===== config.mk =====
export PLATFORM = sky130hd
export DESIGN_NAME = env_tracker
export DESIGN_NICKNAME = d
export VERILOG_FILES = /design/src/rtl/env_pkg.sv /design/src/rtl/env_seed_regs.sv /design/src/rtl/env_extremes.sv /design/src/rtl/env_mismatch.sv /design/src/rtl/env_tracker.sv
export SDC_FILE = /design/constraint.sdc
export NUM_CORES = 1
export LEC_CHECK = 0
export CAP_MARGIN = 20
export CORE_MARGIN = 2
export CORE_UTILIZATION = 40
export DETAILED_ROUTE_END_ITERATION = 6
export PLACE_DENSITY = 0.74
export SETUP_SLACK_MARGIN = 0.2
export SYNTH_ARGS = -nofsm -noshare
export SYNTH_HDL_FRONTEND = slang
export SYNTH_SLANG_ARGS = --single-unit

===== constraint.sdc =====
create_clock -name clk -period 6.9 [get_ports clk]
set_input_delay 1.035 -clock clk [delete_from_list [all_inputs] [get_ports clk]]
set_output_delay 1.035 -clock clk [all_outputs]
set_load 0.02 [all_outputs]

===== src/rtl/env_pkg.sv =====
package env_pkg;
    localparam int unsigned MAG_W = 7;

    typedef enum logic [0:0] {
        ST_SEEDED = 1'b0,
        ST_TRACK  = 1'b1
    } env_state_e;
endpackage


===== src/rtl/env_seed_regs.sv =====
module env_seed_regs #(
    parameter int unsigned             SEED_W  = 7,
    parameter logic [SEED_W-1:0]       DEF_MIN = 7'h68,
    parameter logic [SEED_W-1:0]       DEF_MAX = 7'h3C
) (
    input  logic              clk,
    input  logic              rst_n,
    input  logic              cfg_wr,
    input  logic              cfg_sel,
    input  logic [SEED_W:0]   cfg_wdata,
    output logic [SEED_W:0]   cfg_rdata,
    output logic [SEED_W-1:0] seed_min,
    output logic [SEED_W-1:0] seed_max
);
    always_ff @(posedge clk) begin
        if (!rst_n) begin
            seed_min <= DEF_MIN;
            seed_max <= DEF_MAX;
        end else if (cfg_wr) begin
            // top bit of the write data is dropped
            if (cfg_sel) seed_max <= cfg_wdata[SEED_W-1:0];
            else         seed_min <= cfg_wdata[SEED_W-1:0];
        end
    end

    always_comb begin
        cfg_rdata = {1'b0, (cfg_sel ? seed_max : seed_min)};
    end

    assert_write_lands_R2: assert property (@(posedge clk) disable iff (!rst_n)
        (cfg_wr && !cfg_sel) |=> (seed_min == $past(cfg_wdata[SEED_W-1:0])));
endmodule


===== src/rtl/env_extremes.sv =====
module env_extremes
    import env_pkg::*;
#(
    parameter int unsigned       W       = 7,
    parameter logic [W-1:0]      DEF_MIN = 7'h68,
    parameter logic [W-1:0]      DEF_MAX = 7'h3C
) (
    input  logic         clk,
    input  logic         rst_n,
    input  logic         smp_vld,
    input  logic [W-1:0] smp_mag,
    input  logic         flt_clr,
    input  logic [W-1:0] seed_min,
    input  logic [W-1:0] seed_max,
    output logic [W-1:0] min_q,
    output logic [W-1:0] max_q,
    output logic [W-1:0] spread,
    output logic         tracking
);
    env_state_e state_q, state_d;
    logic       take;

    always_comb take = smp_vld && !flt_clr;

    // state register
    always_ff @(posedge clk) begin
        if (!rst_n) state_q <= ST_SEEDED;
        else        state_q <= state_d;
    end

    // transitions: reload, first_sample, fold
    always_comb begin
        state_d = state_q;
        unique case (state_q)
            ST_SEEDED: if (flt_clr) state_d = ST_SEEDED;
                       else if (smp_vld) state_d = ST_TRACK;
            ST_TRACK:  if (flt_clr) state_d = ST_SEEDED;
            default:   state_d = ST_SEEDED;
        endcase
    end

    // extremes
    always_ff @(posedge clk) begin
        if (!rst_n) begin
            min_q <= DEF_MIN;
            max_q <= DEF_MAX;
        end else if (flt_clr) begin
            min_q <= seed_min;
            max_q <= seed_max;
        end else if (take) begin
            if (smp_mag < min_q) min_q <= smp_mag;
            if (smp_mag > max_q) max_q <= smp_mag;
        end
    end

    // outputs
    always_comb begin
        tracking = 1'b0;
        spread   = '0;
        unique case (state_q)
            ST_SEEDED: spread = '0;
            ST_TRACK: begin
                tracking = 1'b1;
                spread   = max_q - min_q;
            end
            default: spread = '0;
        endcase
    end

    assert_reload_min_R8: assert property (@(posedge clk) disable iff (!rst_n)
        flt_clr |=> (min_q == $past(seed_min) && max_q == $past(seed_max) && !tracking));
    assert_collide_drop_R9: assert property (@(posedge clk) disable iff (!rst_n)
        (flt_clr && smp_vld) |=> !tracking);
    assert_min_bound_R3: assert property (@(posedge clk) disable iff (!rst_n)
        take |=> (min_q <= $past(smp_mag)));
    assert_max_bound_R4: assert property (@(posedge clk) disable iff (!rst_n)
        take |=> (max_q >= $past(smp_mag)));
    assert_ordered_R5: assert property (@(posedge clk) disable iff (!rst_n)
        tracking |-> (max_q >= min_q));
endmodule


===== src/rtl/env_mismatch.sv =====
module env_mismatch #(
    parameter int unsigned W = 7
) (
    input  logic         clk,
    input  logic         rst_n,
    input  logic         tracking,
    input  logic [W-1:0] spread,
    input  logic [W-1:0] lim,
    input  logic         flt_clr,
    output logic         flag_q
);
    always_ff @(posedge clk) begin
        if (!rst_n)                          flag_q <= 1'b0;
        else if (flt_clr)                    flag_q <= 1'b0;
        else if (tracking && (spread > lim)) flag_q <= 1'b1;
    end

    assert_sticky_R7: assert property (@(posedge clk) disable iff (!rst_n)
        (flag_q && !flt_clr) |=> flag_q);
    assert_set_cause_R6: assert property (@(posedge clk) disable iff (!rst_n)
        $rose(flag_q) |-> $past(tracking && (spread > lim)));
    assert_seeded_quiet_R10: assert property (@(posedge clk) disable iff (!rst_n)
        (!tracking && !flag_q) |=> !flag_q);
endmodule


===== src/rtl/env_tracker.sv =====
module env_tracker
    import env_pkg::*;
#(
    parameter int unsigned    W       = MAG_W,
    parameter logic [W-1:0]   DEF_MIN = 7'h68,
    parameter logic [W-1:0]   DEF_MAX = 7'h3C
) (
    input  logic         clk,
    input  logic         rst_n,
    input  logic         smp_vld,
    input  logic [W-1:0] smp_mag,
    input  logic         cfg_wr,
    input  logic         cfg_sel,
    input  logic [W:0]   cfg_wdata,
    output logic [W:0]   cfg_rdata,
    input  logic [W-1:0] mis_lim,
    input  logic         flt_clr,
    output logic [W-1:0] env_min,
    output logic [W-1:0] env_max,
    output logic [W-1:0] env_spread,
    output logic         mis_flag
);
    logic [W-1:0] seed_min, seed_max;
    logic         tracking;

    env_seed_regs #(.SEED_W(W), .DEF_MIN(DEF_MIN), .DEF_MAX(DEF_MAX)) u_seeds (
        .clk(clk), .rst_n(rst_n), .cfg_wr(cfg_wr), .cfg_sel(cfg_sel),
        .cfg_wdata(cfg_wdata), .cfg_rdata(cfg_rdata),
        .seed_min(seed_min), .seed_max(seed_max)
    );

    env_extremes #(.W(W), .DEF_MIN(DEF_MIN), .DEF_MAX(DEF_MAX)) u_ext (
        .clk(clk), .rst_n(rst_n), .smp_vld(smp_vld), .smp_mag(smp_mag),
        .flt_clr(flt_clr), .seed_min(seed_min), .seed_max(seed_max),
        .min_q(env_min), .max_q(env_max), .spread(env_spread), .tracking(tracking)
    );

    env_mismatch #(.W(W)) u_mis (
        .clk(clk), .rst_n(rst_n), .tracking(tracking), .spread(env_spread),
        .lim(mis_lim), .flt_clr(flt_clr), .flag_q(mis_flag)
    );
endmodule


==> flow_summary.toml, run 1 <==
[setup_path]
crit_path_launch_type = "flop"
worstReg2RegStart = "u_ext.min_q[1]$_SDFFE_PN0P_"
crit-reg2reg-capture = "u_mis.flag_q$_SDFFE_PP0P_"
timing.reg2reg.setup_slack_ns = 3.86
critical_path_arrival_ns = 2.91
cp.required_ns = 5.86
worst-setup-path-type = "reg -> out"
critPathMaxFanout = 3
timing.critical_path.to_type = "output port"
reg2reg_depth = 13

[global_routing]
grt_pass1_vias = 1788
globalRouteOverflowTotal = 0
grt_start_max_net_pins = 30
first_pass_grt_wire_length_um = 8020
grtUsageTotal_pct = 16.4
grt_antenna_before_repair = 0

[routing]
final_antenna_net_count = 0
totalWireLength_um = 4840
drc_errors = 0
avgRoutedWirePerCell_um = 12.6
first_pass_iters = 4
detailedRoute.firstIterationViolations = 52
post_drt_via_cell_ratio = 4.95
vias = 1897

[synthesis]
yosysSeqAreaShare_pct = 27.7
ys_types = 41
number_of_synthesized_register_bits = 30
synthesis.instances = 260
per_instance_average_area_after_synthesis_sq_um = 8.34
synth_fp_nets = 315
yosys.cell_count.top_type = "sky130_fd_sc_hd__nand2_1"
synth_top_cells_by_area = "sky130_fd_sc_hd__dfxtp_1, sky130_fd_sc_hd__ha_1, sky130_fd_sc_hd__nand2_1, sky130_fd_sc_hd__inv_1, sky130_fd_sc_hd__nor2b_1"
synth_flop_cell = "sky130_fd_sc_hd__dfxtp_1"
total_standard_cell_area_after_synthesis_sq_um = 2170
yosysTopAreaCell = "sky130_fd_sc_hd__dfxtp_1"
netlist_top_cells_count = "sky130_fd_sc_hd__nand2_1, sky130_fd_sc_hd__inv_1, sky130_fd_sc_hd__dfxtp_1, sky130_fd_sc_hd__ha_1, sky130_fd_sc_hd__nor2b_1"
number_of_flops_mapped_to_enable_cells_by_yosys = 0
synth_top_cell_area_share_pct = 27.7
synth_warnings = 0
async_reset_ff_share_pct = 0

[timing]
setup-tns-final_ns = 0
rsz0062_at_grt = "false"
tightest_slew_ns = 0.783
drv_slew = 0
post-route-min-period_ns = 3.95
worst_clock_skew_ns = 0.00410
min_period_over_period_pct = 57.2
setup_viol = 0
fmax_ghz = 0.253
slew-limit-headroom_pct = 47.6
final_hold_viol_count = 0
worst_slack_ns = 2.95

[clock_tree]
cts_post_setup_buffers_inserted = 0
clock_latency_ns = 0.28
post_cts.resized_instances = 0
numCtsBuffers = 5
maximum_root_to_sink_buffer_count = 2
tritoncts = "done"
post_cts_hold_buffer_count = 0
root_buffer = "sky130_fd_sc_hd__clkbuf_8"
cts-htree-levels = 2
cts_sink_cnt = 30
clkTransAtPathRegs_ns = 0.06

[placed_design]
final_weighted_congestion_in_routability_driven_placement = 0.852
buffer_ports.inserted = 55
post_placement_setup_slack_ns = 3.16
detailedPlacementHpwl_um = 3920

[floorplan]
fp.dieW_um = 77.6
die_area_sq_um = 6030
initial_core_util_pct = 41.9
ioPinCount = 58
die_y_um = 77.6
design.core.area_sq_um = 5170
row_count = 26

[cells_and_area]
num-fill-cells = 480
finalNetCount = 367
num_antenna_cells = 0
layout.area.seq_sq_um = 601
multi_input_comb_area_sq_um = 1400
layout-area-overhead-vs-synth_pct = 31.2
drive_gt1_share_pct = 7.67

[job]
maxCapViolations = 0

[pwr]
p_per_area_nw_per_um2 = 171
worst_vdd_drop_mv = 0.121
power_leakage_nw = 1.24

[worst_hold_path]
hold-path-cell-count = 1
timing.hold.worst.class = "reg -> reg"
min_to = "u_mis.flag_q$_SDFFE_PP0P_"
worstHoldStart = "u_mis.flag_q$_SDFFE_PP0P_"

[outcome]
run_status = "complete, no violations"
## cells by family after synthesis
group,count (synthesis),share of synthesized area [%]
other cells,1,0.173
simple gates,81,19.8
mux,14,6.87
buf+inv,41,7.79
flops,30,27.7
xor+xnor,1,0.404
fa+ha+maj,27,15.9
compound gates,65,21.4
## flip-flops by register name, summed over array words and instances (netlist names)
| signal | flops |
|---|---|
| u_ext.max_q | 7 |
| u_ext.min_q | 7 |
| u_seeds.seed_max | 7 |
| u_seeds.seed_min | 7 |
| u_ext.state_q | 1 |
| u_mis.flag_q | 1 |
## metrics by stage
step	util, %	cells	power [W]	hold WS [ns]	instance area [sq um]
after global placement	53.2	375	0.000345	0.449	2750
after detailed placement	53.2	375	0.000348	0.459	2750
after CTS	55.0	383	0.000491	0.473	2850
final	55.0	383	0.000485	0.467	2850
after global routing	55.0	383	0.000515	0.492	2850
after floorplan	-	260	0.000291	0.450	2170
## how the worst max path moves through the flow
stage | startpoint | to | cells after the start | slack [ns]
2_1_floorplan | u_ext.min_q[2]$_SDFFE_PN0P_ | env_spread[6] | 7 | 3.67
3_5_place_dp | cfg_sel | cfg_rdata[3] | 3 | 3.16
5_1_grt | u_ext.max_q[0]$_SDFFE_PN0P_ | env_spread[6] | 9 | 2.73
6_report | u_ext.max_q[0]$_SDFFE_PN0P_ | env_spread[6] | 9 | 2.95
3_3_place_gp | cfg_sel | cfg_rdata[5] | 3 | 3.18
4_1_cts | u_ext.max_q[0]$_SDFFE_PN0P_ | env_spread[6] | 9 | 2.91
## where the power goes
group,internal (W),switching [W]
Combinational,0.0000718,0.0000775
Sequential,0.000184,0.0000103
Clock,0.0000802,0.0000615
Total,0.000336,0.000149
## worst max-delay path, stage by stage (launching register included)
cell	delay, ns
sky130_fd_sc_hd__dfxtp_1	0.36
sky130_fd_sc_hd__inv_1	0.09
sky130_fd_sc_hd__ha_1	0.22
sky130_fd_sc_hd__fa_1	0.39
sky130_fd_sc_hd__nor2b_1	0.16
sky130_fd_sc_hd__o21ai_1	0.10
sky130_fd_sc_hd__a21boi_0	0.34
sky130_fd_sc_hd__o2111ai_1	0.16
sky130_fd_sc_hd__o311ai_1	0.14
sky130_fd_sc_hd__clkdlybuf4s50_1	0.68
## final cells by class
cell class | instances | share of cell area [%]
multi-input combinational | 189 | 49.2
sequential | 30 | 21.1
timing repair buffer | 55 | 19.3
inverter | 31 | 4.09
tap | 70 | 3.08
clock buffer | 7 | 3.03
clock inverter | 1 | 0.176
## routing by layer
metal	GRT usage (%)	vias up	routed length (um)
met5	0	-	0
met1	19.6	826	2220
met4	5.71	0	62
met2	28.5	47	2310
li1	-	1018	-
met3	4.07	6	249
## cells in the final DEF, fill, tap and decap left out, types with 2 or more instances in the layout
cell	synthesis	final
sky130_fd_sc_hd__a211oi_1	8	8
sky130_fd_sc_hd__a21boi_0	8	8
sky130_fd_sc_hd__a21o_1	3	3
sky130_fd_sc_hd__a21oi_1	12	12
sky130_fd_sc_hd__a21oi_4	2	2
sky130_fd_sc_hd__a311oi_2	3	3
sky130_fd_sc_hd__clkbuf_8	0	6
sky130_fd_sc_hd__clkdlybuf4s50_1	0	55
sky130_fd_sc_hd__dfxtp_1	30	30
sky130_fd_sc_hd__ha_1	26	26
sky130_fd_sc_hd__inv_1	31	31
sky130_fd_sc_hd__mux2_2	7	7
sky130_fd_sc_hd__mux2i_1	7	7
sky130_fd_sc_hd__nand2_1	34	34
sky130_fd_sc_hd__nand2b_1	3	3
sky130_fd_sc_hd__nand3_1	10	10
sky130_fd_sc_hd__nand3b_1	2	2
sky130_fd_sc_hd__nand4_1	2	2
sky130_fd_sc_hd__nor2_1	2	2
sky130_fd_sc_hd__nor2b_1	13	13
sky130_fd_sc_hd__nor3_1	2	2
sky130_fd_sc_hd__nor3_2	3	3
sky130_fd_sc_hd__nor3b_1	5	5
sky130_fd_sc_hd__o2111ai_1	3	3
sky130_fd_sc_hd__o21a_1	4	4
sky130_fd_sc_hd__o21ai_0	10	10
sky130_fd_sc_hd__o21ai_1	7	7
Power figures use the tool's default switching activity.
==> run 2, diff against run 1 <==
PLACE_DENSITY = 0.77   (was 0.74)
clock period = 3.4 ns   (was 6.9 ns; I/O delays follow)
==> flow_summary.toml, run 2 (synthesized netlist as in run 1, its figures left out) <==
[global_routing]
grt_antenna_before_repair = 0
grt_pass1_vias = 1945
grtUsageTotal_pct = 17.7
first_pass_grt_wire_length_um = 8630
globalRouteOverflowTotal = 0
grt_start_max_net_pins = 30

[timing]
slew-limit-headroom_pct = 65.2
drv_slew = 0
worst_slack_ns = 0.391
worst_clock_skew_ns = 0.00627
setup-tns-final_ns = 0
rsz0062_at_grt = "true"
fmax_ghz = 0.332
final_hold_viol_count = 0
min_period_over_period_pct = 88.5
tightest_slew_ns = 0.520
post-route-min-period_ns = 3.01
setup_viol = 0

[cells_and_area]
finalNetCount = 368
drive_gt1_share_pct = 8.28
layout_commonest_cell = "sky130_fd_sc_hd__clkdlybuf4s50_1"
num-fill-cells = 480
layout-area-overhead-vs-synth_pct = 32.7
commonest_cells_after_routing_fill_and_taps_aside = "sky130_fd_sc_hd__clkdlybuf4s50_1, sky130_fd_sc_hd__nand2_1, sky130_fd_sc_hd__inv_1, sky130_fd_sc_hd__dfxtp_1, sky130_fd_sc_hd__ha_1"
num_antenna_cells = 0

[floorplan]
row_count = 26
die_area_sq_um = 6030
fp.dieW_um = 77.6
die_y_um = 77.6
design.core.area_sq_um = 5170
initial_core_util_pct = 41.9
ioPinCount = 58

[routing]
vias = 1979
avgRoutedWirePerCell_um = 13.5
first_pass_iters = 4
totalWireLength_um = 5180
post_drt_via_cell_ratio = 5.15
final_antenna_net_count = 0
detailedRoute.firstIterationViolations = 59
drc_errors = 0

[setup_path]
worst-setup-path-type = "reg -> out"
critical-path-slowest-cell = "sky130_fd_sc_hd__fa_1"
crit_path_launch_type = "flop"
critPathMaxFanout = 3
timing.critical_path.to_type = "output port"
slowest_delay_ns = 0.39
cp.required_ns = 2.89
critical_path_arrival_ns = 2.50
timing.critical_path.cells = "inv_1 > ha_1 > fa_1 > nor2b_1 > o21ai_1 > a21boi_1 > o2111ai_1 > o311ai_2 > dlygate4sd2_1"

[pwr]
p_per_area_nw_per_um2 = 366
worst_vdd_drop_mv = 0.207
power_leakage_nw = 1.28

[clock_tree]
clkTransAtPathRegs_ns = 0.07
clock_latency_ns = 0.28
maximum_root_to_sink_buffer_count = 2
cts-htree-levels = 2
root_buffer = "sky130_fd_sc_hd__clkbuf_8"
numCtsBuffers = 5
tritoncts = "done"
cts_sink_cnt = 30

[placed_design]
final_weighted_congestion_in_routability_driven_placement = 0.841
detailedPlacementHpwl_um = 4080
buffer_ports.inserted = 55
post_placement_setup_slack_ns = 0.326

[outcome]
run_status = "complete, no violations"

[worst_hold_path]
timing.hold.worst.class = "reg -> reg"

[job]
maxCapViolations = 0
==> run 2: repair_timing <==
item	in CTS	in global routing
hold buffers	0	0
endpoints found under the setup margin	2	4
gates resized for setup	2	3
setup buffers	0	0
==> run 2: final timing paths <==
check                                                  to  cells after the start                   startpoint  slack [ns]
worst max-delay path                        env_spread[6]                      9  u_ext.max_q[0]$_SDFFE_PN0P_        0.39
worst min-delay path            u_mis.flag_q$_SDFFE_PP0P_                      1    u_mis.flag_q$_SDFFE_PP0P_        0.47
worst max register to register  u_mis.flag_q$_SDFFE_PP0P_                     13  u_ext.min_q[1]$_SDFFE_PN0P_        0.45
worst min register to register  u_mis.flag_q$_SDFFE_PP0P_                      1    u_mis.flag_q$_SDFFE_PP0P_        0.47
==> run 2: layout make-up <==
cell class / instances / area [sq um] / share of cell area [%]
well taps: 70 / 87.6 / 3.04
flip-flops and latches: 30 / 602 / 20.9
repair buffers: 56 / 558 / 19.4
multi-input cells: 189 / 1410 / 48.9
clock buffers: 7 / 76.3 / 2.65
inverters: 31 / 116 / 4.05
clock inverters: 1 / 30.0 / 1.04
==> run 2: report_power, final <==
group | internal (W) | switching, W
Clock | 0.000219 | 0.000131
Combinational | 0.000146 | 0.000162
Sequential | 0.000374 | 0.0000208
==> run 2: metal layers <==
layer	wire, um	part of all wire, %	GRT usage, %
met5	0	0	0
met1	2230	43	20.4
met4	82	1.6	7.32
met2	2590	50	31.6
met3	272	5.3	3.72
==> run 2: critical path: cells and delay by family (launching register included) <==
kind            cells  cell delay (ns)
fa+ha+maj           2             0.61
buf+inv             2             0.46
simple gates        1             0.18
flops               1             0.36
compound gates      4             0.61
==> run 2: stage by stage <==
step	cell area, sq um	power, W	hold WS [ns]	cells	utilization (%)
finish	2880	0.00105	0.470	384	55.6
global route	2880	0.00111	0.486	384	55.6
CTS	2870	0.00106	0.474	384	55.5
detailed placement	2770	0.000709	0.459	376	53.5
global placement	2770	0.000702	0.453	376	53.5
floorplan	2180	0.000592	0.450	260	-
